<file path="config.mk">
export PLATFORM = sky130hd
export DESIGN_NAME = mc_datapath
export DESIGN_NICKNAME = d
export VERILOG_FILES = /design/src/rtl/mc_dp_pkg.sv /design/src/rtl/mc_regfile.sv /design/src/rtl/mc_alu.sv /design/src/rtl/mc_imm_ext.sv /design/src/rtl/mc_datapath.sv
export SDC_FILE = /design/constraint.sdc
export NUM_CORES = 2
export LEC_CHECK = 0
export BUFFER_PORTS_ARGS = -buffer_cell sky130_fd_sc_hd__buf_4
export CORE_MARGIN = 1.5
export CORE_UTILIZATION = 49
export CTS_BUF_LIST = sky130_fd_sc_hd__clkbuf_8
export CTS_CLUSTER_SIZE = 28
export DETAILED_ROUTE_END_ITERATION = 12
export SLEW_MARGIN = 15
export SYNTH_ARGS = -nofsm -noshare
export SYNTH_HDL_FRONTEND = slang
export SYNTH_SLANG_ARGS = --single-unit
</file>
<file path="constraint.sdc">
create_clock -name clk -period 10.4 [get_ports clk]
set_clock_uncertainty 0.1 [all_clocks]
set_input_delay 1.56 -clock clk [delete_from_list [all_inputs] [get_ports clk]]
set_output_delay 1.56 -clock clk [all_outputs]
set_load 0.01 [all_outputs]
</file>
<file path="src/rtl/mc_dp_pkg.sv">
package mc_dp_pkg;
    localparam int XLEN    = 32;
    localparam int REG_CNT = 32;
    localparam int RIDX_W  = $clog2(REG_CNT);

    typedef enum logic [2:0] {
        ALU_ADD = 3'b000,
        ALU_SUB = 3'b001,
        ALU_AND = 3'b010,
        ALU_OR  = 3'b011,
        ALU_SLT = 3'b100
    } alu_op_e;

    localparam logic [1:0] SRCB_REG   = 2'b00;
    localparam logic [1:0] SRCB_FOUR  = 2'b01;
    localparam logic [1:0] SRCB_IMM   = 2'b10;
    localparam logic [1:0] SRCB_IMMSH = 2'b11;

    localparam logic [1:0] PCS_ALU  = 2'b00;
    localparam logic [1:0] PCS_HELD = 2'b01;
    localparam logic [1:0] PCS_JMP  = 2'b10;

    typedef struct packed {
        logic [XLEN-1:0] pc;
        logic [XLEN-1:0] ir;
        logic [XLEN-1:0] a;
        logic [XLEN-1:0] b;
        logic [XLEN-1:0] alu_out;
        logic [XLEN-1:0] mdr;
    } dp_state_t;
endpackage

</file>
<file path="src/rtl/mc_regfile.sv">
module mc_regfile #(
    parameter int DW       = 32,
    parameter int NREGS    = 32,
    parameter int RD_PORTS = 2,
    localparam int AW      = $clog2(NREGS)
) (
    input  logic                   clk,
    input  logic [RD_PORTS*AW-1:0] ra,
    output logic [RD_PORTS*DW-1:0] rd,
    input  logic                   we,
    input  logic [AW-1:0]          wa,
    input  logic [DW-1:0]          wd
);
    logic [DW-1:0] regs_q [NREGS];

    always_ff @(posedge clk) begin
        if (we && wa != '0) begin
            regs_q[wa] <= wd;
        end
    end

    for (genvar p = 0; p < RD_PORTS; p++) begin : g_rd
        logic [AW-1:0] addr;
        assign addr = ra[p*AW +: AW];
        assign rd[p*DW +: DW] = (addr == '0) ? '0 : regs_q[addr];
    end
endmodule

</file>
<file path="src/rtl/mc_alu.sv">
module mc_alu
    import mc_dp_pkg::*;
#(
    parameter int DW = 32
) (
    input  logic [DW-1:0] op_a,
    input  logic [DW-1:0] op_b,
    input  logic [2:0]    ctl,
    output logic [DW-1:0] y,
    output logic          is_zero
);
    always_comb begin
        case (alu_op_e'(ctl))
            ALU_ADD: y = op_a + op_b;
            ALU_SUB: y = op_a - op_b;
            ALU_AND: y = op_a & op_b;
            ALU_OR:  y = op_a | op_b;
            ALU_SLT: y = {{(DW-1){1'b0}}, $signed(op_a) < $signed(op_b)};
            default: y = '0;
        endcase
    end

    assign is_zero = (y == '0);
endmodule

</file>
<file path="src/rtl/mc_imm_ext.sv">
module mc_imm_ext #(
    parameter int DW    = 32,
    parameter int IMM_W = 16,
    parameter int SHIFT = 2
) (
    input  logic [IMM_W-1:0] imm,
    output logic [DW-1:0]    sext,
    output logic [DW-1:0]    sext_sh
);
    assign sext    = {{(DW-IMM_W){imm[IMM_W-1]}}, imm};
    assign sext_sh = {sext[DW-SHIFT-1:0], {SHIFT{1'b0}}};
endmodule

</file>
<file path="src/rtl/mc_datapath.sv">
module mc_datapath
    import mc_dp_pkg::*;
(
    input  logic             clk,
    input  logic             rst_n,
    input  logic             ir_wr,
    input  logic             pc_wr,
    input  logic             pc_wr_cond,
    input  logic [1:0]       pc_src,
    input  logic             addr_sel,
    input  logic             srca_sel,
    input  logic [1:0]       srcb_sel,
    input  logic [2:0]       alu_ctl,
    input  logic             dst_sel,
    input  logic             wb_sel,
    input  logic             rf_wr,
    input  logic             mem_wr,
    input  logic [XLEN-1:0]  mem_rdata,
    output logic [XLEN-1:0]  mem_addr,
    output logic [XLEN-1:0]  mem_wdata,
    output logic             mem_we,
    output logic [5:0]       opcode,
    output logic [5:0]       funct
    ,
    output logic             zero
);
    dp_state_t st_q, st_d;

    logic [RIDX_W-1:0]   rs_idx, rt_idx, rd_idx, wr_idx;
    logic [2*XLEN-1:0]   rf_rd;
    logic [XLEN-1:0]     wr_data, imm_sx, imm_sx_sh;
    logic [XLEN-1:0]     alu_a, alu_b, alu_y, jmp_tgt, pc_next;
    logic                alu_zero, pc_load;

    assign rs_idx = st_q.ir[25:21];
    assign rt_idx = st_q.ir[20:16];
    assign rd_idx = st_q.ir[15:11];
    assign wr_idx  = dst_sel ? rd_idx : rt_idx;
    assign wr_data = wb_sel ? st_q.mdr : st_q.alu_out;

    mc_regfile #(.DW(XLEN), .NREGS(REG_CNT), .RD_PORTS(2)) rf_i (
        .clk (clk),
        .ra  ({rt_idx, rs_idx}),
        .rd  (rf_rd),
        .we  (rf_wr),
        .wa  (wr_idx),
        .wd  (wr_data)
    );

    mc_imm_ext #(.DW(XLEN), .IMM_W(16), .SHIFT(2)) ext_i (
        .imm     (st_q.ir[15:0]),
        .sext    (imm_sx),
        .sext_sh (imm_sx_sh)
    );

    always_comb begin
        alu_a = srca_sel ? st_q.a : st_q.pc;
        case (srcb_sel)
            SRCB_REG:  alu_b = st_q.b;
            SRCB_FOUR: alu_b = XLEN'(4);
            SRCB_IMM:  alu_b = imm_sx;
            default:   alu_b = imm_sx_sh;
        endcase
    end

    mc_alu #(.DW(XLEN)) alu_i (
        .op_a    (alu_a),
        .op_b    (alu_b),
        .ctl     (alu_ctl),
        .y       (alu_y),
        .is_zero (alu_zero)
    );

    assign jmp_tgt = {st_q.pc[XLEN-1:XLEN-4], st_q.ir[25:0], 2'b00};

    always_comb begin
        case (pc_src)
            PCS_HELD: pc_next = st_q.alu_out;
            PCS_JMP:  pc_next = jmp_tgt;
            default:  pc_next = alu_y;
        endcase
        pc_load = pc_wr | (pc_wr_cond & alu_zero);

        st_d         = st_q;
        st_d.a       = rf_rd[XLEN-1:0];
        st_d.b       = rf_rd[2*XLEN-1:XLEN];
        st_d.alu_out = alu_y;
        st_d.mdr     = mem_rdata;
        if (ir_wr) begin
            st_d.ir = mem_rdata;
        end
        if (pc_load) begin
            st_d.pc = pc_next;
        end
    end

    always_ff @(posedge clk or negedge rst_n) begin
        if (!rst_n) begin
            st_q <= '0;
        end else begin
            st_q <= st_d;
        end
    end

    assign mem_addr  = addr_sel ? st_q.alu_out : st_q.pc;
    assign mem_wdata = st_q.b;
    assign mem_we    = mem_wr;
    assign opcode    = st_q.ir[31:26];
    assign funct     = st_q.ir[5:0];
    assign zero      = alu_zero;
endmodule

</file>
After elaboration in Yosys (flattened, before gate mapping)
Memories as Yosys holds them, arrays and structs flattened.
Index checks and enable logic that the tools add are counted.
Widths: inputs -> output; s select.
{"block": "totals", "register_bits": 192, "output_inout_bits": 78, "rom_bits": 0, "word_cells": 43, "ram_bits": 1024, "latch_bits": 0, "memories": 1}
{"name": "rf_i.regs_q", "depth": 32, "width": 32, "rd": 2, "rd_clocked_by_memory_dff": 0, "wr": 1, "line_no": "mc_regfile.sv:14", "text": "logic [DW-1:0] regs_q [NREGS];"}
{"block": "classes", "n_mul": 0, "n_mux": 11, "order_cmp": 1, "eq_ne": 8, "reduce_logical": 8, "n_bitwise": 5, "n_div": 0, "addsub": 2, "shifts": 0}
{"cell": "$mux 32", "count": 5}
{"cell": "$pmux 32 s5", "count": 1}
{"cell": "$pmux 32 s3", "count": 1}
{"cell": "$pmux 32 s2", "count": 1}
{"cell": "$add 32x32->32", "count": 1}
{"cell": "$and 32x32->32", "count": 1}
{"cell": "$logic_not 32->1", "count": 1}
{"cell": "$lt 32x32->1", "count": 1}
{"cell": "$or 32x32->32", "count": 1}
{"cell": "$sub 32x32->32", "count": 1}
{"cell": "$logic_not 5->1", "count": 2}
{"cell": "$eq 3x2->1 const B", "count": 2}
{"cell": "$mux 5", "count": 1}
{"cell": "$reduce_bool 5->1", "count": 1}
{"cell": "$eq 2x1->1 const B", "count": 2}
{"cell": "$eq 2x2->1 const B", "count": 2}
{"cell": "$eq 3x1->1 const B", "count": 1}
{"cell": "$eq 3x3->1 const B", "count": 1}
{"cell": "$logic_not 3->1", "count": 1}
{"cell": "$logic_not 2->1", "count": 1}
{"cell": "$mux 1", "count": 2}
{"cell": "$reduce_and 2->1", "count": 1}
{"cell": "$and 1x1->1", "count": 1}
{"cell": "$logic_and 1x1->1", "count": 1}
{"cell": "other kinds (2)", "count": 2}

Longest topological paths before layout
{"block": "depth", "ltp_word": 8, "depth_mapped": 20}

Hierarchy
Synthesis repeated with hierarchy kept, for this count alone.
{"block": "hier_totals", "cells_unflattened": 4040, "hier_area_um2": 62133.3}
{"mod": "mc_regfile", "area_per_inst_um2": 47929.7, "cells_each": 2564, "n_inst": 1, "seq_area_each_um2": 30749.5}
{"mod": "mc_datapath", "area_per_inst_um2": 8483.1, "cells_each": 611, "n_inst": 1, "seq_area_each_um2": 4804.6}
{"mod": "mc_alu", "area_per_inst_um2": 5236.3, "cells_each": 800, "n_inst": 1, "seq_area_each_um2": 0.0}
{"mod": "mc_imm_ext", "area_per_inst_um2": 484.2, "cells_each": 65, "n_inst": 1, "seq_area_each_um2": 0.0}

Least setup slack after synthesis
OpenSTA, ideal clock, no wires.
{"block": "synth_path", "path_kind": "input -> output", "startpoint": "input port srca_sel", "endpoint": "output port zero", "required_ps": 8740, "cell_stages": 15, "n_path_buf": 2, "slack_ps": 2814, "t_arrival_ps": 5926, "cell_sequence": "clkbuf_1 clkbuf_1 mux2_2 ha_1 fa_1 a21o_1 and4_1 o21a_1 a221o_1 a211oi_1 xnor2_1 o221ai_1 or4_1 or4_4 nor3_1"}
{"block": "synth_via", "elab_chain_len": 4}
{"element": "from (decl)", "line_no": "mc_datapath.sv:11", "text": "input logic srca_sel,"}
{"element": "$mux 32 (*)", "line_no": "mc_datapath.sv:57", "text": "alu_a = srca_sel ? st_q.a : st_q.pc;"}
{"element": "$sub 32x32->32, or another cell as far along", "line_no": "mc_alu.sv:15", "text": "ALU_SUB: y = op_a - op_b;"}
{"element": "$pmux 32 s5 (*)", "line_no": "mc_alu.sv:13", "text": "case (alu_op_e'(ctl))"}
{"element": "named net alu_i.y[20]", "line_no": "mc_alu.sv:9", "text": "output logic [DW-1:0] y,"}
{"element": "$logic_not 32->1 (*)", "line_no": "mc_alu.sv:23", "text": "assign is_zero = (y == '0);"}
{"element": "to (decl)", "line_no": "mc_datapath.sv:25", "text": "output logic zero"}
Mark *: on every way through the listed nets, which the timed path passes. The rest lies on a longest branch.

Final worst setup path
Same ends and word-level chain as after synthesis.

==> impl_results.md <==
* Initial DRC count at 4829
* Min cycle time layout at 8.67 ns
* Clock Latency Late Sink at 0.93 ns
* Post-Synthesis Cells at 3639
* Most area-consuming cells after synthesis: edfxtp_1 (50%), mux4_2 (21%), dfrtp_1 (7.9%)
* H-tree depth at 4
* DR pass1 iterations at 5
* Achievable frequency at 0.115 GHz
* Synth area leader: edfxtp_1
* Congestion Overflow GR at 0
* Seq/Total Area, Yosys at 0.583
* Synthesized cell area at 61000 um^2
* CP Capture Type: output pin
* #FFs+latches synth at 1216
* Worst Max-Slew Pin Slew at 1.31 ns
* Critical path startpoint category: primary input
* Initial Util at 0.493
* Post-synth EDFFs at 1024
* Cell leakage power at 23.6 nW
* Post-synthesis compound-gate area fraction at 0.0626
* Post-layout net count at 3923
* I/O pins at 128
* CP top delay family: simple AND/OR/NAND/NOR gates
* Simple-gate area share of the yosys netlist at 0.0350
* Main combinational cell family by area after synthesis: multiplexers
* Global-route wire length before repair at 281000 um
* GPL Wtd Cong at 0.942
* Clk sinks at 1216
* Layout cells sized above 1 at 0.328
* Pin count of the biggest net entering global routing at 120
* Port Buf Inserts at 125
* Final hold slack at 0.408 ns
* Avg Cell Area, Syn at 16.8 um^2
* Final setup vio count at 0
* Count leader, synth: edfxtp_1
* Final Slew Violations at 0
* Peak supply drop at 0.000143 V
* Xor and xnor fraction of the mapped netlist area at 0.00158
* Area occupied by multi-input gates at 24000 um^2
* Worst min-delay path category: register to register
* Die width at 356 um
* DIE AREA at 127000 um^2
* Post-cts sizing count at 0
* Non-filler cells, final at 5573
* CTS tree: built
* Synth Area in Adders at 0.0222
* Post-DR vias/cell at 6.70
* Post-synthesis mux area share at 0.265
* Max-cap violations at 0
* CTS clk-pin slew, worst paths at 0.06 ns
* Status: complete, no violations
* FFs w/ async S/R, synth at 0.158
* Vias in the first global route at 38100
* Site Rows at 129
* Maximum clock insertion buffer count at 3
* Routed vias at 37400
* P&R area growth vs syn at 10.7%
* Placed insts at 5204
* Die height at 356 um
* CP Data Arrival Time at 7.01 ns
* CP required at 8.74 ns
* CP max-delay cell: or4_1
* Worst Path Max Fanout at 32
* Total CTS buffers at 197
* CP cell instances: buf_4, mux2_2, ha_1, fa_1, a21o_1, and4_1, or2_1, xnor2_1, a221o_1, nor4_1, nand4bb_1, or4_1, or4_4, nor3_1, buf_4
* Count of different cell masters after synthesis at 84
* RSZ-0062 raised after global routing: false
* Worst path most repeated cell: buf_4
* Post-route cell area at 67500 um^2
* Core ar. at 124000 um^2
* Wire per inst at 35.7 um
* YS warnings at 0
* Setup_tns at 0 ns
* Antenna violations before repair at 9
* Crit-path max cell delay at 0.63 ns
* Core Util, Final at 0.546
* Post-Route WL at 199000 um
* Setup bufs post-CTS at 0
* Placed wire-length estimate at 119000 um
* Power per Cell Area at 199 nW/um^2
* Share of the synthesized area in the top cell type at 0.504
* # hold bufs at CTS at 0
* Post-DRT Antenna Nets at 0
* DRC at 0
* Fillers at 9888
* Post-Place Cell Area at 63700 um^2
* Synth cell count leaders: edfxtp_1 (1024), mux4_2 (555), dfrtp_1 (192), clkbuf_1 (189), mux2_2 (180)
* Prevailing post-synth register cell: edfxtp_1
* Final Cycle Share at 0.833
* Final Hold Vio Count at 0
* FF/Latch Area at 35600 um^2
* Crit path buffers/inverters at 2
* Root Driver: clkbuf_8
* Total track usage at 0.317
* Critical path type: primary input to output pin
* Rel. slew slack at 0.117
routing by layer:
metal  part of all wire  global-route usage  vias up
met2               0.48               0.506     1867
met3              0.087              0.0663      319
met5            0.00023                   0        -
li1                   -                   -    15200
met4              0.030              0.0998        6
met1               0.40               0.438    20000
through the flow:
step | worst slack, ns | total power [mW]
after floorplan | 2.81 | 8.22
after global placement | 1.68 | 9.49
after detailed placement | 1.66 | 9.51
after CTS | 1.64 | 13.5
after global routing | 1.55 | 13.9
final | 1.73 | 13.4
final timing paths:
| kind | startpoint | endpoint | slack (ns) | cells after the start |
|---|---|---|---|---|
| setup / recovery | srca_sel | zero | 1.73 | 15 |
| max in group asynchronous | rst_n | jmp_tgt[23]$_DFFE_PN0P_ | 7.88 | 2 |
| min in group asynchronous | rst_n | funct[5]$_DFFE_PN0P_ | 0.58 | 1 |
| hold / removal | opcode[1]$_DFFE_PN0P_ | opcode[1]$_DFFE_PN0P_ | 0.41 | 1 |
| hold reg to reg | opcode[1]$_DFFE_PN0P_ | opcode[1]$_DFFE_PN0P_ | 0.41 | 1 |
| setup reg to reg | funct[2]$_DFFE_PN0P_ | st_q[164]$_DFFE_PN0P_ | 4.12 | 14 |
report_power, final:
group / switching (mW) / internal (mW) / leakage [nW]
combinational: 2.13 / 1.29 / 9.80
sequential: 0.260 / 5.78 / 11.6
clock: 1.95 / 2.00 / 2.14
area by class of cell:
type,count,share of cell area
diodes,1,0.0000371
flip-flops and latches,1216,0.527
inverters,121,0.00673
multi-input cells,2018,0.355
clock inverters,160,0.0129
well taps,1637,0.0304
repair buffers,212,0.0248
clock buffers,208,0.0424
sequential cells by signal, summed over array words and instances, names as in the netlist:
register	count
rf_i.regs_q	1024
funct	6
opcode	6
jmp_tgt	24
st_q	124
mem_wdata	32
layout by cell type (no fill, tap or decap), drive strengths merged, types with 32 or more instances in the layout:
cell type | synthesis | final
clkbuf | 189 | 208
conb | 1 | 32
mux2i | 134 | 134
inv | 120 | 194
nor3 | 35 | 35
a221oi | 34 | 34
a21oi | 96 | 96
nand2 | 104 | 104
mux2 | 200 | 200
a211oi | 35 | 35
mux4 | 555 | 555
dfrtp | 192 | 192
buf | 126 | 212
o22ai | 36 | 36
nor2 | 150 | 150
ha | 105 | 105
edfxtp | 1024 | 1024
o21ai | 66 | 66
clkinv | 1 | 71
o211ai | 42 | 42
cell families after synthesis:
logic type,count (synthesis)
AO/OA/AOI/OAI,534
XOR/XNOR,11
adder cells (fa/ha/maj),107
buffers and inverters,436
flip-flops,1216
multiplexers,889
other,1
AND/OR/NAND/NOR,445
No activity file was read; power rests on OpenSTA's default activity.
